**config.mk**
```make
export PLATFORM = sky130hd
export DESIGN_NAME = bu_unit
export DESIGN_NICKNAME = d
export VERILOG_FILES = /design/src/rtl/bu_pkg.sv /design/src/rtl/bu_decode.sv /design/src/rtl/bu_target.sv /design/src/rtl/bu_flagop.sv /design/src/rtl/bu_unit.sv
export SDC_FILE = /design/constraint.sdc
export NUM_CORES = 1
export LEC_CHECK = 0
export BUFFER_PORTS_ARGS = -buffer_cell sky130_fd_sc_hd__buf_2
export CAP_MARGIN = 5
export CELL_PAD_IN_SITES_DETAIL_PLACEMENT = 1
export CELL_PAD_IN_SITES_GLOBAL_PLACEMENT = 2
export CORE_MARGIN = 2
export CORE_UTILIZATION = 31
export DETAILED_ROUTE_END_ITERATION = 10
export HOLD_SLACK_MARGIN = 0.06
export PLACE_DENSITY_LB_ADDON = 0.1
export SYNTH_ARGS = -nofsm -noshare
export SYNTH_HDL_FRONTEND = slang
export SYNTH_SLANG_ARGS = --single-unit
```
**constraint.sdc**
```tcl
create_clock -name clk -period 5.3 [get_ports clk]
set_input_delay 0 -clock clk [delete_from_list [all_inputs] [get_ports clk]]
set_output_delay 0 -clock clk [all_outputs]
set_load 0.02 [all_outputs]
```
**src/rtl/bu_pkg.sv**
```systemverilog
package bu_pkg;
    typedef enum logic [1:0] {
        ST_IDLE   = 2'd0,
        ST_BRANCH = 2'd1,
        ST_FLAGOP = 2'd2,
        ST_OTHER  = 2'd3
    } bu_state_e;

    localparam int FLG_N = 3;
    localparam int FLG_Z = 2;
    localparam int FLG_V = 1;
    localparam int FLG_C = 0;
endpackage

```
**src/rtl/bu_decode.sv**
```systemverilog
module bu_decode
    import bu_pkg::*;
#(
    parameter int DATA_W = 16,
    parameter int FLAG_W = 4
) (
    input  logic [DATA_W-1:0] instr,
    input  logic [FLAG_W-1:0] flags,
    output bu_state_e         cls,
    output logic              cond_ok
);
    localparam int TOP = DATA_W - 1;

    logic       n, z, v, c, nxv;
    logic [3:0] sel;
    logic       is_br, is_fop;

    assign n   = flags[FLG_N];
    assign z   = flags[FLG_Z];
    assign v   = flags[FLG_V];
    assign c   = flags[FLG_C];
    assign nxv = n ^ v;
    assign sel = {instr[TOP], instr[10:8]};

    // branch space: bits 14:11 clear, excluding sign-0/code-0 slot
    assign is_br  = (instr[TOP-1:11] == '0) && (sel != 4'b0000);
    // condition-code family: octal 00024x .. 00027x
    assign is_fop = (instr[TOP:5] == 11'b00000000101);

    always_comb begin
        unique case (sel)
            4'b0000: cond_ok = 1'b0;
            4'b0001: cond_ok = 1'b1;
            4'b0010: cond_ok = ~z;
            4'b0011: cond_ok = z;
            4'b0100: cond_ok = ~nxv;
            4'b0101: cond_ok = nxv;
            4'b0110: cond_ok = ~(z | nxv);
            4'b0111: cond_ok = z | nxv;
            4'b1000: cond_ok = ~n;
            4'b1001: cond_ok = n;
            4'b1010: cond_ok = ~(c | z);
            4'b1011: cond_ok = c | z;
            4'b1100: cond_ok = ~v;
            4'b1101: cond_ok = v;
            4'b1110: cond_ok = ~c;
            4'b1111: cond_ok = c;
            default: cond_ok = 1'b0;
        endcase
    end

    always_comb begin
        if (is_br)       cls = ST_BRANCH;
        else if (is_fop) cls = ST_FLAGOP;
        else             cls = ST_OTHER;
    end
endmodule

```
**src/rtl/bu_target.sv**
```systemverilog
module bu_target #(
    parameter int DATA_W = 16,
    parameter int OFF_W  = 8
) (
    input  logic [DATA_W-1:0] pc_next,
    input  logic [OFF_W-1:0]  offset,
    output logic [DATA_W-1:0] target
);
    localparam int EXT_W = DATA_W - OFF_W - 1;

    logic [DATA_W-1:0] byte_disp;

    assign byte_disp = {{EXT_W{offset[OFF_W-1]}}, offset, 1'b0};
    assign target    = pc_next + byte_disp;
endmodule

```
**src/rtl/bu_flagop.sv**
```systemverilog
module bu_flagop #(
    parameter int FLAG_W = 4
) (
    input  logic [FLAG_W-1:0] flags,
    input  logic              sense,
    input  logic [FLAG_W-1:0] mask,
    output logic [FLAG_W-1:0] result
);
    always_comb begin
        if (sense) result = flags | mask;
        else       result = flags & ~mask;
    end
endmodule

```
**src/rtl/bu_unit.sv**
```systemverilog
module bu_unit
    import bu_pkg::*;
#(
    parameter int DATA_W = 16,
    parameter int OFF_W  = 8,
    parameter int FLAG_W = 4
) (
    input  logic              clk,
    input  logic              rst_n,
    input  logic              instr_valid,
    input  logic [DATA_W-1:0] instr,
    input  logic [DATA_W-1:0] pc_next,
    input  logic [FLAG_W-1:0] flags_in,
    output logic              res_valid,
    output logic              recognised,
    output logic              br_taken,
    output logic [DATA_W-1:0] br_target,
    output logic              flag_we,
    output logic [FLAG_W-1:0] flag_new
);
    localparam int SENSE_BIT = FLAG_W;

    bu_state_e         state_q, state_d, cls;
    logic              cond_ok;
    logic [DATA_W-1:0] tgt_d;
    logic [FLAG_W-1:0] fop_d;

    logic              taken_q;
    logic [DATA_W-1:0] tgt_q;
    logic [FLAG_W-1:0] fop_q;

    bu_decode #(.DATA_W(DATA_W), .FLAG_W(FLAG_W)) u_dec (
        .instr   (instr),
        .flags   (flags_in),
        .cls     (cls),
        .cond_ok (cond_ok)
    );

    bu_target #(.DATA_W(DATA_W), .OFF_W(OFF_W)) u_tgt (
        .pc_next (pc_next),
        .offset  (instr[OFF_W-1:0]),
        .target  (tgt_d)
    );

    bu_flagop #(.FLAG_W(FLAG_W)) u_fop (
        .flags  (flags_in),
        .sense  (instr[SENSE_BIT]),
        .mask   (instr[FLAG_W-1:0]),
        .result (fop_d)
    );

    // next-state: each state moves to the class of a strobed word, else idle
    always_comb begin
        state_d = ST_IDLE;
        unique case (state_q)
            ST_IDLE, ST_BRANCH, ST_FLAGOP, ST_OTHER: begin
                if (instr_valid) state_d = cls;
            end
            default: state_d = ST_IDLE;
        endcase
    end

    // state and result registers
    always_ff @(posedge clk) begin
        if (!rst_n) begin
            state_q <= ST_IDLE;
            taken_q <= 1'b0;
            tgt_q   <= '0;
            fop_q   <= '0;
        end else begin
            state_q <= state_d;
            if (instr_valid) begin
                taken_q <= cond_ok;
                tgt_q   <= tgt_d;
                fop_q   <= fop_d;
            end
        end
    end

    // outputs decoded from state
    always_comb begin
        res_valid  = 1'b0;
        recognised = 1'b0;
        br_taken   = 1'b0;
        br_target  = '0;
        flag_we    = 1'b0;
        flag_new   = '0;
        unique case (state_q)
            ST_IDLE: ;
            ST_BRANCH: begin
                res_valid  = 1'b1;
                recognised = 1'b1;
                br_taken   = taken_q;
                br_target  = tgt_q;
            end
            ST_FLAGOP: begin
                res_valid  = 1'b1;
                recognised = 1'b1;
                flag_we    = 1'b1;
                flag_new   = fop_q;
            end
            ST_OTHER: res_valid = 1'b1;
            default: ;
        endcase
    end
endmodule

```
# After elaboration in Yosys (flattened, before gate mapping)
# Index checks and enable logic that the tools add are counted.
# totals
latchBits	0
word_cells	57
in_bits	39
romBits	0
out_inout_bits	24
reg_bits	23
ram_bits	0
n_memories	0
# classes
n_eq_ne	19
mul	0
bitwise_logic	13
reduce_logical	8
shifts	0
div	0
addsub	1
n_mux	12
n_lt_le_gt_ge	0
# op_table
cell	count
$eq 4x4->1 const B	8
$add 16x16->16	1
$eq 4x3->1 const B	4
$mux 16	1
$pmux 1 s16	1
$eq 11x3->1 const B	1
$eq 4x2->1 const B	2
$logic_not 4->1	2
$mux 4	2
$not 1->1	7
$mux 2	3
$mux 1	5
$and 4x4->4	1
$eq 2x2->1 const B	2
$eq 4x1->1 const B	1
$not 4->4	1
$or 4x4->4	1
$reduce_bool 4->1	1
$reduce_or 4->1	1
$reduce_or 3->1	1
$eq 2x1->1 const B	1
$logic_not 2->1	1
$or 1x1->1	2
$reduce_or 2->1	1
2 further kinds	2

# Longest topological paths before layout
# Gate-level depths: netlist of run 1.
# depth
depth_word	5
depth_mapped	7

# Modules after synthesis
# Synthesis of run 1 repeated with hierarchy kept, for this count alone.
# hier_totals
hier_cells	209
hier_area_um2	1916.8
# by_module_without_submodules
mod	cells_per_inst	area_per_inst_um2	seq_area_each_um2	instances
bu_unit	101	1069.8	460.4	1
bu_target	87	670.6	0.0	1
bu_decode	17	116.4	0.0	1
bu_flagop	4	60.1	0.0	1

# Least setup slack after synthesis of run 1
# No wires, ideal clock.
# synth_path
path_kind	input port to flip-flop
from	input port instr[0]
to	register tgt_q[13]
path_buffers	0
arrival_time_ns	1.743
slack_ns	3.440
required_ns	5.183
cell_stages	7
cell_sequence	ha_1 fa_1 a21o_1 nand4_1 a21oi_2 or4_1 a32o_1
# synth_between
elab_chain_len	1
# synth_lines
element	line	text
start, declared	bu_unit.sv:11	input logic [DATA_W-1:0] instr,
$add 16x16->16	bu_target.sv:14	assign target = pc_next + byte_disp;
end signal, assigned	bu_unit.sv:74	tgt_q <= tgt_d;
end, declared	bu_unit.sv:29	logic [DATA_W-1:0] tgt_q;
# Every way passes these cells.
# A chain may end at the register's enable or synchronous reset.

# Final worst setup path of run 1
# layout_path
from	input port instr[8]
to	register state_q[0]
# layout_between
elab_chain_len	5
elab_cells_between_ends	7
cone_classes	1 x eq/ne; 4 x mux; 2 x reduce/logical
# layout_lines
element	line	text
$eq 11x3->1 or $reduce_bool 4->1 (tied branches)	bu_decode.sv:28, bu_decode.sv:26	
$mux 1 or $logic_and 1x1->1 (tied branches)	bu_decode.sv:54, bu_decode.sv:26	
$mux 2 *	bu_decode.sv:53	if (is_br) cls = ST_BRANCH;
$mux 2 *	bu_unit.sv:57	if (instr_valid) state_d = cls;
$mux 2 *	bu_unit.sv:55	unique case (state_q)
end signal, assigned	bu_unit.sv:71	state_q <= state_d;
end, declared	bu_unit.sv:23	bu_state_e state_q, state_d, cls;
# Every way passes the cells marked *; elsewhere a longest branch is shown, timed or not. The select of a mux whose other input is x is not followed.

==> results of run 1 <==
cells by family (layout without fill, tap and decap cells):
kind of cell,count (synthesis),count (layout)
xor gates and xnor gates,5,5
and+or+nand+nor,85,85
adders and majority gates,18,18
DFF,23,23
AOI/OAI and AO/OA,67,67
muxes,10,10
buffers and inverters,14,79
area by class of cell:
cell class | instances | share of cell area
Multi-Input combinational cell | 185 | 0.573
Sequential cell | 23 | 0.198
Timing Repair Buffer | 67 | 0.155
Tap cell | 75 | 0.0404
Clock buffer | 3 | 0.0178
Inverter | 8 | 0.0129
Clock inverter | 1 | 0.00216
state kept, by name, summed over array words and instances, names as in the netlist:
signal and count:
fop_q 4, state_q 2, taken_q 1, tgt_q 16
how the worst max path moves through the flow:
stage                         start    endpoint  cells after the start
after global routing      instr[13]  state_q[0]                      6
final                      instr[8]  state_q[0]                      6
after detailed placement   instr[0]   tgt_q[13]                      8
after global placement     instr[0]   tgt_q[13]                      8
after floorplan            instr[0]   tgt_q[13]                      7
after CTS                 instr[13]  state_q[0]                      6
layout by cell type, fill, tap and decap left out, types with 2 or more instances in the layout:
cell type,count
buf_2,62
dfxtp_1,23
and2_1,22
nand2_1,17
ha_1,17
a21oi_1,16
nor2_1,13
mux2i_1,10
inv_1,8
a211oi_1,7
o21ai_0,6
o211ai_1,5
o21a_1,5
dlygate4sd3_1,5
or4_1,4
nor2b_1,4
nand3b_1,4
a21o_1,3
nand3_1,3
nand4_1,3
o21bai_1,3
o31ai_1,3
nor3_1,3
xor2_1,3
clkbuf_8,3
o31a_1,2
o2111ai_1,2
a21o_2,2
a32o_1,2
nor3b_1,2
or3_1,2
and3_1,2
xnor2_1,2
per-layer routing:
metal,routed length (um),GRT usage
met1,2600,0.212
met2,2570,0.286
met3,181,0.0233
met4,27,0.0356
met5,0,0
power breakdown:
group	switching, W	internal, W
Sequential	0.00000690	0.000189
Combinational	0.0000927	0.0000707
Clock	0.0000580	0.0000524
Total	0.000158	0.000312
per-stage QoR:
step,hold slack (ps),std cells,area (um^2),util,setup WS [ps]
finish,93.8,362,2320,0.397,3400
global route,105,362,2320,0.397,3360
CTS,93.6,362,2320,0.397,3430
detailed placement,252,353,2220,0.380,3190
global placement,244,353,2220,0.380,3230
floorplan,147,222,1850,-,3440
critical path, cell delays in order:
cell and delay, ps:
dlygate4sd3_1 530, buf_2 130, or4_1 560, nor3_1 170, a21oi_1 90, dlygate4sd3_1 570
==> summary.txt, run 1 <==
Run status
  – Status: finished clean

Die
  – Row Count: 28
  – Die area: between 6000 and 7000 um^2
  – Die Ht: slightly above 80 um
  – Core ar.: 5850 um^2
  – I/O pins: 63
  – Initial Util: 0.316
  – Die X: between 80 and 90 um

Critical path
  – Register-to-register setup slack: between 4000 and 5000 ps
  – CP Capture Type: flop
  – Worst reg2reg endpoint: tgt_q[8]
  – Worst flop-to-flop path startpoint: tgt_q[8]
  – WS Path Type: input port to flop
  – Crit path launch type: input port
  – Crit path DAT: approximately 2100 ps
  – Crit path max fanout: 3
  – R2R cell count: 2
  – WP data required: between 5000 and 6000 ps

Global routing
  – Initial antenna violation count: 0
  – First-pass GRT wire length: around 8500 um
  – Largest net degree at the start of global routing: 32
  – Vias in the first global route: ~1.8k
  – Global Route Usage Sum: 0.163
  – GRT overflow: 0

CTS
  – Clk_lat worst skew: approximately 260 ps
  – Post-CTS Hold Buffers: 5
  – CTS Buf Count: 3
  – H-tree depth: 1
  – CTS tree: done
  – Post-CTS sizing: 0
  – CTS root buffer: clkbuf_8
  – Sink Count: 23
  – Buffer count from post-CTS setup fixing: 0
  – Worst-path clk slew: 90 ps
  – Bufs on Longest Clock Path: 2

Hold path
  – Worst Hold Class: input port to flop
  – Min-Delay Endpoint: fop_q[3]
  – Hold Path Stages: 3
  – Worst hold start: flags_in[3]

Power and ir drop
  – Cell Pwr Density: approximately 200 nW/um^2
  – Total power: 0.000469 W
  – Worst vdd rail ir drop: ~0.00011 V
  – Leak: around 1.1 nW

Timing
  – Worst-Margin Slew: 605 ps
  – Final period utilization: 0.358
  – Worst clock skew: 0 ps
  – Hold Vio Cnt, Final: 0
  – Max-slew headroom: 0.596
  – RSZ-0062 raised after global routing: false
  – Setup TNS: 0 ps
  – Pins Over Slew Limit: 0
  – Max Freq: 527 MHz
  – # setup viols final: 0
  – Fin crit period: 1900 ps

Synthesis
  – Synth Area in XOR/XNOR: 0.0237
  – Mux contribution to synthesized area: 0.0541
  – Top post-synthesis cells by count: dfxtp_1, and2_1, ha_1, nand2_1, a21oi_1
  – Most common cell in the netlist: dfxtp_1
  – Simple-Gate Fraction of Synth Area: 0.254
  – Post-synthesis cell count: ~220
  – Warnings from Yosys: 0
  – Top cells by area, synth: dfxtp_1, ha_1, and2_1
  – Synth top area share: 0.249
  – Adder-Cell Fraction of Synth Area: 0.126
  – Synth Area in Compound Gates: 0.262
  – Post-synth net total: 279
  – Largest family of logic cells by synthesized area: compound AO/OA/AOI/OAI gates
  – Post-synthesis register bit count: 23
  – Number of distinct library cells after synthesis: 50
  – Commonest register cell after synthesis: dfxtp_1
  – Mapped cell area: 1850 um^2
  – Share of synthesized flip-flops with an asynchronous set or reset: 0
  – Register area share after synthesis: 0.249
  – Synth area leader: dfxtp_1
  – EDFF count, synth: 0
  – Synthesized area per cell: about 8.3 um^2

Routing
  – Drt pass-1 iters: 4
  – Starting DRT DRC Count: 40
  – WL final: about 5400 um
  – DRC viols: 0
  – Vias: around 1.9k
  – DR WL/cell: 14.9 um
  – ANT nets after route: 0
  – Via density: between 5 and 6

Finish
  – Area Growth Syn to Fin: 25.4%
  – Register area: between 400 and 500 um^2
  – Fillers: between 700 and 800
  – Antenna cell count: 0
  – Layout cells sized above 1: 0.258
  – Footprint of the multi-input gates: 1330 um^2
  – Nets: about 350

Flow run
  – Max cap viols: 0

Place
  – GP Congestion: around 0.8
  – I/O Buffers: 62
  – DP Wirelength: roughly 4400 um
Power figures use the tool's default switching activity.
==> run 2: changes to the inputs <==
Settings changed: CORE_UTILIZATION 31 to 26.
Clock period 5.3 ns to 1.64 ns, I/O delays scaled along.
==> summary.txt, run 2 (synthesis results as in run 1) <==
Critical path
  – Crit path DAT: 1750 ps (was 2060 ps)
  – Crit path max fanout: 2 (was 3)
  – CP Capture Type: flop (unchanged)
  – WP data required: 1800 ps (was 5460 ps)
  – WS Path Type: input port to flop (unchanged)
  – Crit path launch type: input port (unchanged)

Timing
  – Final period utilization: 0.968
  – Worst-Margin Slew: 340 ps (was 605 ps)
  – Pins Over Slew Limit: 0 (unchanged)
  – Hold Vio Cnt, Final: 0 (unchanged)
  – Setup TNS: 0 ps (unchanged)
  – Max-slew headroom: 0.774 (was 0.596)
  – Fin crit period: 1590 ps
  – # setup viols final: 0 (unchanged)
  – Worst clock skew: 0 ps (unchanged)
  – Max Freq: roughly 630 MHz
  – Final worst slack: 53.0 ps (was 3400 ps)

Finish
  – Final cell count without fillers: 435 (was 362)
  – Top flop regs: tgt_q x16, fop_q x4, state_q x2 (unchanged)
  – Reg with most FFs: tgt_q (unchanged)
  – Antenna cell count: 0 (unchanged)
  – Max reg flops: 16 (unchanged)
  – Most frequent cells in the layout: buf_2, buf_4, dfxtp_1 (was buf_2, dfxtp_1, and2_1)
  – Layout cells sized above 1: 0.381 (was 0.258)
  – Leading cell type in the layout, fill and taps excluded: buf_2 (unchanged)
  – Fillers: 884 (was 725)
  – Nets: 397 (was 345)
  – Area Growth Syn to Fin: 49.6% (was 25.4%)

Power and ir drop
  – Worst vdd rail ir drop: 0.000247 V (was 0.000111 V)
  – Net switching power: 0.000550 W (was 0.000158 W)
  – Cell Pwr Density: 606 nW/um^2 (was 202 nW/um^2)
  – Switching Share: 0.328 (was 0.336)
  – Clk pwr share: 0.218 (was 0.235)
  – Int Power: 0.00113 W (was 0.000312 W)
  – Leak: 1.35 nW (was 1.10 nW)
  – Logic pwr share: 0.407 (was 0.348)
  – Part of the power in registers: 0.375 (was 0.416)

Die
  – Core ar.: 6830 um^2 (was 5850 um^2)
  – Row Count: 30 (was 28)
  – Die Ht: 88.4 um (was 81.3 um)
  – Die X: 88.4 um (was 81.3 um)
  – I/O pins: 63 (unchanged)
  – Die area: 7810 um^2 (was 6600 um^2)
  – Initial Util: 0.271 (was 0.316)

CTS
  – Bufs on Longest Clock Path: 2 (unchanged)
  – CTS tree: done (unchanged)
  – H-tree depth: 1 (unchanged)
  – Clk_lat worst skew: 260 ps (about the same)
  – CTS root buffer: clkbuf_8 (unchanged)
  – CTS Buf Count: 3 (unchanged)
  – Worst-path clk slew: 90 ps (about the same)
  – Sink Count: 23 (unchanged)

Routing
  – Drt pass-1 iters: 4 (unchanged)
  – Starting DRT DRC Count: 53 (was 40)
  – WL final: 6100 um (was 5380 um)
  – ANT nets after route: 0 (unchanged)
  – Vias: 2054 (was 1855)
  – DR WL/cell: 14.0 um (was 14.9 um)
  – DRC viols: 0 (unchanged)
  – Via density: 4.72 (was 5.12)

Global routing
  – GRT overflow: 0 (unchanged)
  – Global Route Usage Sum: 0.163 (about the same)
  – Initial antenna violation count: 0 (unchanged)
  – Largest net degree at the start of global routing: 31 (was 32)
  – First-pass GRT wire length: 9920 um (was 8480 um)
  – Vias in the first global route: 2086 (was 1831)

Place
  – I/O Buffers: 62 (unchanged)
  – Placed insts: 424 (was 353)
  – DP Wirelength: 5040 um (was 4360 um)
  – Setup Slack @ Placement: -265 ps (was 3190 ps)
  – GP Congestion: 0.790 (was 0.791)

Run status
  – Status: finished clean (unchanged)

Flow run
  – Max cap viols: 0 (unchanged)

Hold path
  – Worst Hold Class: input port to flop (unchanged)
==> run 2: stage by stage <==
| step | cell area, um^2 | util | hold slack (ps) | power, W |
|---|---|---|---|---|
| after floorplan | 1870 | - | 147 | 0.000999 |
| after global placement | 2640 | 0.387 | 243 | 0.00130 |
| after detailed placement | 2640 | 0.387 | 250 | 0.00132 |
| after CTS | 2740 | 0.401 | 63.2 | 0.00170 |
| after global routing | 2770 | 0.405 | 62.8 | 0.00182 |
| final | 2770 | 0.405 | 69.1 | 0.00168 |
==> run 2: layout make-up <==
class | instances | area [um^2] | share of cell area
tap | 96 | 120 | 0.0434
timing repair buffer | 119 | 763 | 0.276
clock buffer | 3 | 41.3 | 0.0149
multi-input combinational | 185 | 1350 | 0.487
sequential | 23 | 460 | 0.166
inverter | 8 | 30.0 | 0.0108
clock inverter | 1 | 5.00 | 0.00181
==> run 2: path summary, 6_finish.rpt <==
path | slack (ps) | to | start | cells after the start
max reg2reg | 760 | tgt_q[8] | tgt_q[8] | 2
min reg2reg | 460 | tgt_q[10] | tgt_q[10] | 2
max | 50 | tgt_q[13] | instr[0] | 8
min | 70 | state_q[1] | instr[15] | 3
==> run 2: repair_timing <==
action                                  CTS  global route
gates resized for setup                   0             4
hold endpoints to repair                  5             0
buffers inserted                          0             2
hold buffers                              5             0
endpoints found under the setup margin    0             2
==> run 2: critical path, stage by stage <==
cell     delay (ps)
buf_6           100
ha_4            150
fa_2            340
a21o_1          200
nand4_1         150
a21oi_2          90
or4_4           500
a32o_1          220
==> run 2: power by group through the flow <==
| stage | logic (W) | registers [W] | clock network [W] |
|---|---|---|---|
| 2_1_floorplan | 0.000362 | 0.000637 | 0 |
| 3_3_place_gp | 0.000661 | 0.000642 | 0 |
| 3_5_place_dp | 0.000672 | 0.000644 | 0 |
| 4_1_cts | 0.000684 | 0.000631 | 0.000383 |
| 5_1_grt | 0.000768 | 0.000637 | 0.000411 |
| 6_report | 0.000683 | 0.000630 | 0.000365 |
==> run 2: layer usage <==
layer | up-vias | share of wire | global-route usage
met5 | - | 0 | 0
met4 | 0 | 0.0090 | 0.0344
met3 | 4 | 0.037 | 0.0233
met2 | 40 | 0.49 | 0.296
met1 | 948 | 0.46 | 0.203
li1 | 1062 | - | -
==> run 3: changes to the inputs <==
Settings changed: MAX_ROUTING_LAYER set to met4.
==> summary.txt, run 3 (synthesis results as in run 1) <==
Critical path
  – CP Capture Type: flop (unchanged)
  – Register-to-register setup slack: 770 ps (was 760 ps)
  – Worst flop-to-flop path startpoint: tgt_q[8] (unchanged)
  – R2R cell count: 2 (unchanged)
  – Worst reg2reg endpoint: tgt_q[8] (unchanged)
  – WS Path Type: input port to flop (unchanged)
  – WP data required: 1810 ps (was 1800 ps)
  – Crit path launch type: input port (unchanged)
  – Crit path DAT: 1750 ps (about the same)
  – Crit path max fanout: 2 (unchanged)

Routing
  – Vias: 2051 (was 2054)
  – WL final: 6100 um (about the same)
  – Starting DRT DRC Count: 60 (was 53)
  – ANT nets after route: 0 (unchanged)
  – DRC viols: 0 (unchanged)
  – Via density: 4.71 (was 4.72)
  – DR WL/cell: 14.0 um (about the same)
  – Drt pass-1 iters: 3 (was 4)

Global routing
  – First-pass GRT wire length: 9890 um (was 9920 um)
  – Global Route Usage Sum: 0.167 (was 0.163)
  – Initial antenna violation count: 0 (unchanged)
  – GRT overflow: 0 (unchanged)
  – Vias in the first global route: 2086 (unchanged)
  – Largest net degree at the start of global routing: 31 (unchanged)

Hold path
  – Hold Path Stages: 3 (unchanged)
  – Worst hold start: instr[15] (unchanged)
  – Worst Hold Class: input port to flop (unchanged)
  – Min-Delay Endpoint: state_q[1] (unchanged)

Flow run
  – Max cap viols: 0 (unchanged)

Finish
  – Max reg flops: 16 (unchanged)
  – Leading cell type in the layout, fill and taps excluded: buf_2 (unchanged)
  – Area Growth Syn to Fin: 49.6% (unchanged)
  – Layout cells sized above 1: 0.381 (unchanged)
  – Antenna cell count: 0 (unchanged)
  – Footprint of the multi-input gates: 1350 um^2 (unchanged)
  – Fillers: 884 (unchanged)
  – Top flop regs: tgt_q x16, fop_q x4, state_q x2 (unchanged)
  – Register area: 460 um^2 (unchanged)
  – Most frequent cells in the layout: buf_2, buf_4, dfxtp_1 (unchanged)
  – Nets: 397 (unchanged)
  – Post-route design area: 2770 um^2 (unchanged)
  – Reg with most FFs: tgt_q (unchanged)

Power and ir drop
  – Total power: 0.00168 W (about the same)
  – Worst vdd rail ir drop: 0.000247 V (about the same)
  – Cell Pwr Density: 605 nW/um^2 (was 606 nW/um^2)
  – Leak: 1.35 nW (unchanged)

Timing
  – Max-slew headroom: 0.767 (was 0.774)
  – Pins Over Slew Limit: 0 (unchanged)
  – Worst-Margin Slew: 349 ps (was 340 ps)
  – Worst clock skew: 0 ps (unchanged)
  – Final period utilization: 0.967 (was 0.968)
  – Fin crit period: 1590 ps (about the same)
  – # setup viols final: 0 (unchanged)
  – Hold Vio Cnt, Final: 0 (unchanged)
  – Max Freq: 630 MHz (about the same)

Run status
  – Status: finished clean (unchanged)

CTS
  – Clk_lat worst skew: 260 ps (about the same)
  – CTS tree: done (unchanged)
  – Bufs on Longest Clock Path: 2 (unchanged)
  – Sink Count: 23 (unchanged)
  – CTS root buffer: clkbuf_8 (unchanged)
  – H-tree depth: 1 (unchanged)
  – CTS Buf Count: 3 (unchanged)
  – Worst-path clk slew: 90 ps (about the same)

Die
  – Die area: 7810 um^2 (unchanged)
  – Die Ht: 88.4 um (unchanged)
  – Die X: 88.4 um (unchanged)
  – Row Count: 30 (unchanged)
  – Initial Util: 0.271 (unchanged)
  – I/O pins: 63 (unchanged)
  – Core ar.: 6830 um^2 (unchanged)

Place
  – I/O Buffers: 62 (unchanged)
  – GP Congestion: 0.801 (was 0.790)
  – DP Wirelength: 5040 um (unchanged)
  – Placed Area: 2640 um^2 (unchanged)
## run 3: routing by layer
metal	GRT usage	wire length, um	vias up
met4	0.0344	59	0
met1	0.201	2820	945
met3	0.0233	213	4
met5	-	0	-
met2	0.297	3010	40
li1	-	-	1062
## run 3: report_power, final
part	switching, W	total [W]	internal (W)
registers	0.0000208	0.000630	0.000609
logic	0.000334	0.000684	0.000350
clock network	0.000192	0.000362	0.000170
total	0.000547	0.00168	0.00113
## run 3: area by class of cell
type                    instances  area share
flip-flops and latches         23       0.166
repair buffers                119       0.276
clock inverters                 1     0.00181
clock buffers                   3      0.0149
multi-input cells             185       0.487
inverters                       8      0.0108
well taps                      96      0.0434
## run 3: worst max path at each step
| stage | from | end | slack [ps] | cells after the start |
|---|---|---|---|---|
| 6_report | instr[0] | tgt_q[13] | 50 | 8 |
| 5_1_grt | instr[0] | tgt_q[13] | -10 | 8 |
| 4_1_cts | instr[0] | tgt_q[13] | 30 | 8 |
| 3_5_place_dp | instr[0] | tgt_q[13] | -260 | 8 |
| 3_3_place_gp | instr[0] | tgt_q[13] | -220 | 8 |
| 2_1_floorplan | instr[0] | tgt_q[13] | -100 | 7 |
## run 3: per-stage QoR
stage                     TNS [ps]   util  hold slack [ps]  std cells  setup slack [ps]
after floorplan               -102      -              147        222              -102
after global placement        -630  0.387              243        424              -221
after detailed placement      -780  0.387              250        424              -265
after CTS                        0  0.401             63.2        433              26.2
after global routing         -16.5  0.405             68.6        435             -13.3
final                            0  0.405             74.5        435              53.9
## run 3: worst max-delay path, cell delays in order
cell     delay [ps]
buf_6           100
ha_4            150
fa_2            340
a21o_1          200
nand4_1         150
a21oi_2          90
or4_4           500
a32o_1          220
## run 3: timing repair
item	4_1_cts	5_1_grt
endpoints found under the setup margin	0	2
resized for setup	0	4
endpoints found under the hold margin	5	0
setup buffers	0	2
hold buffers	5	0
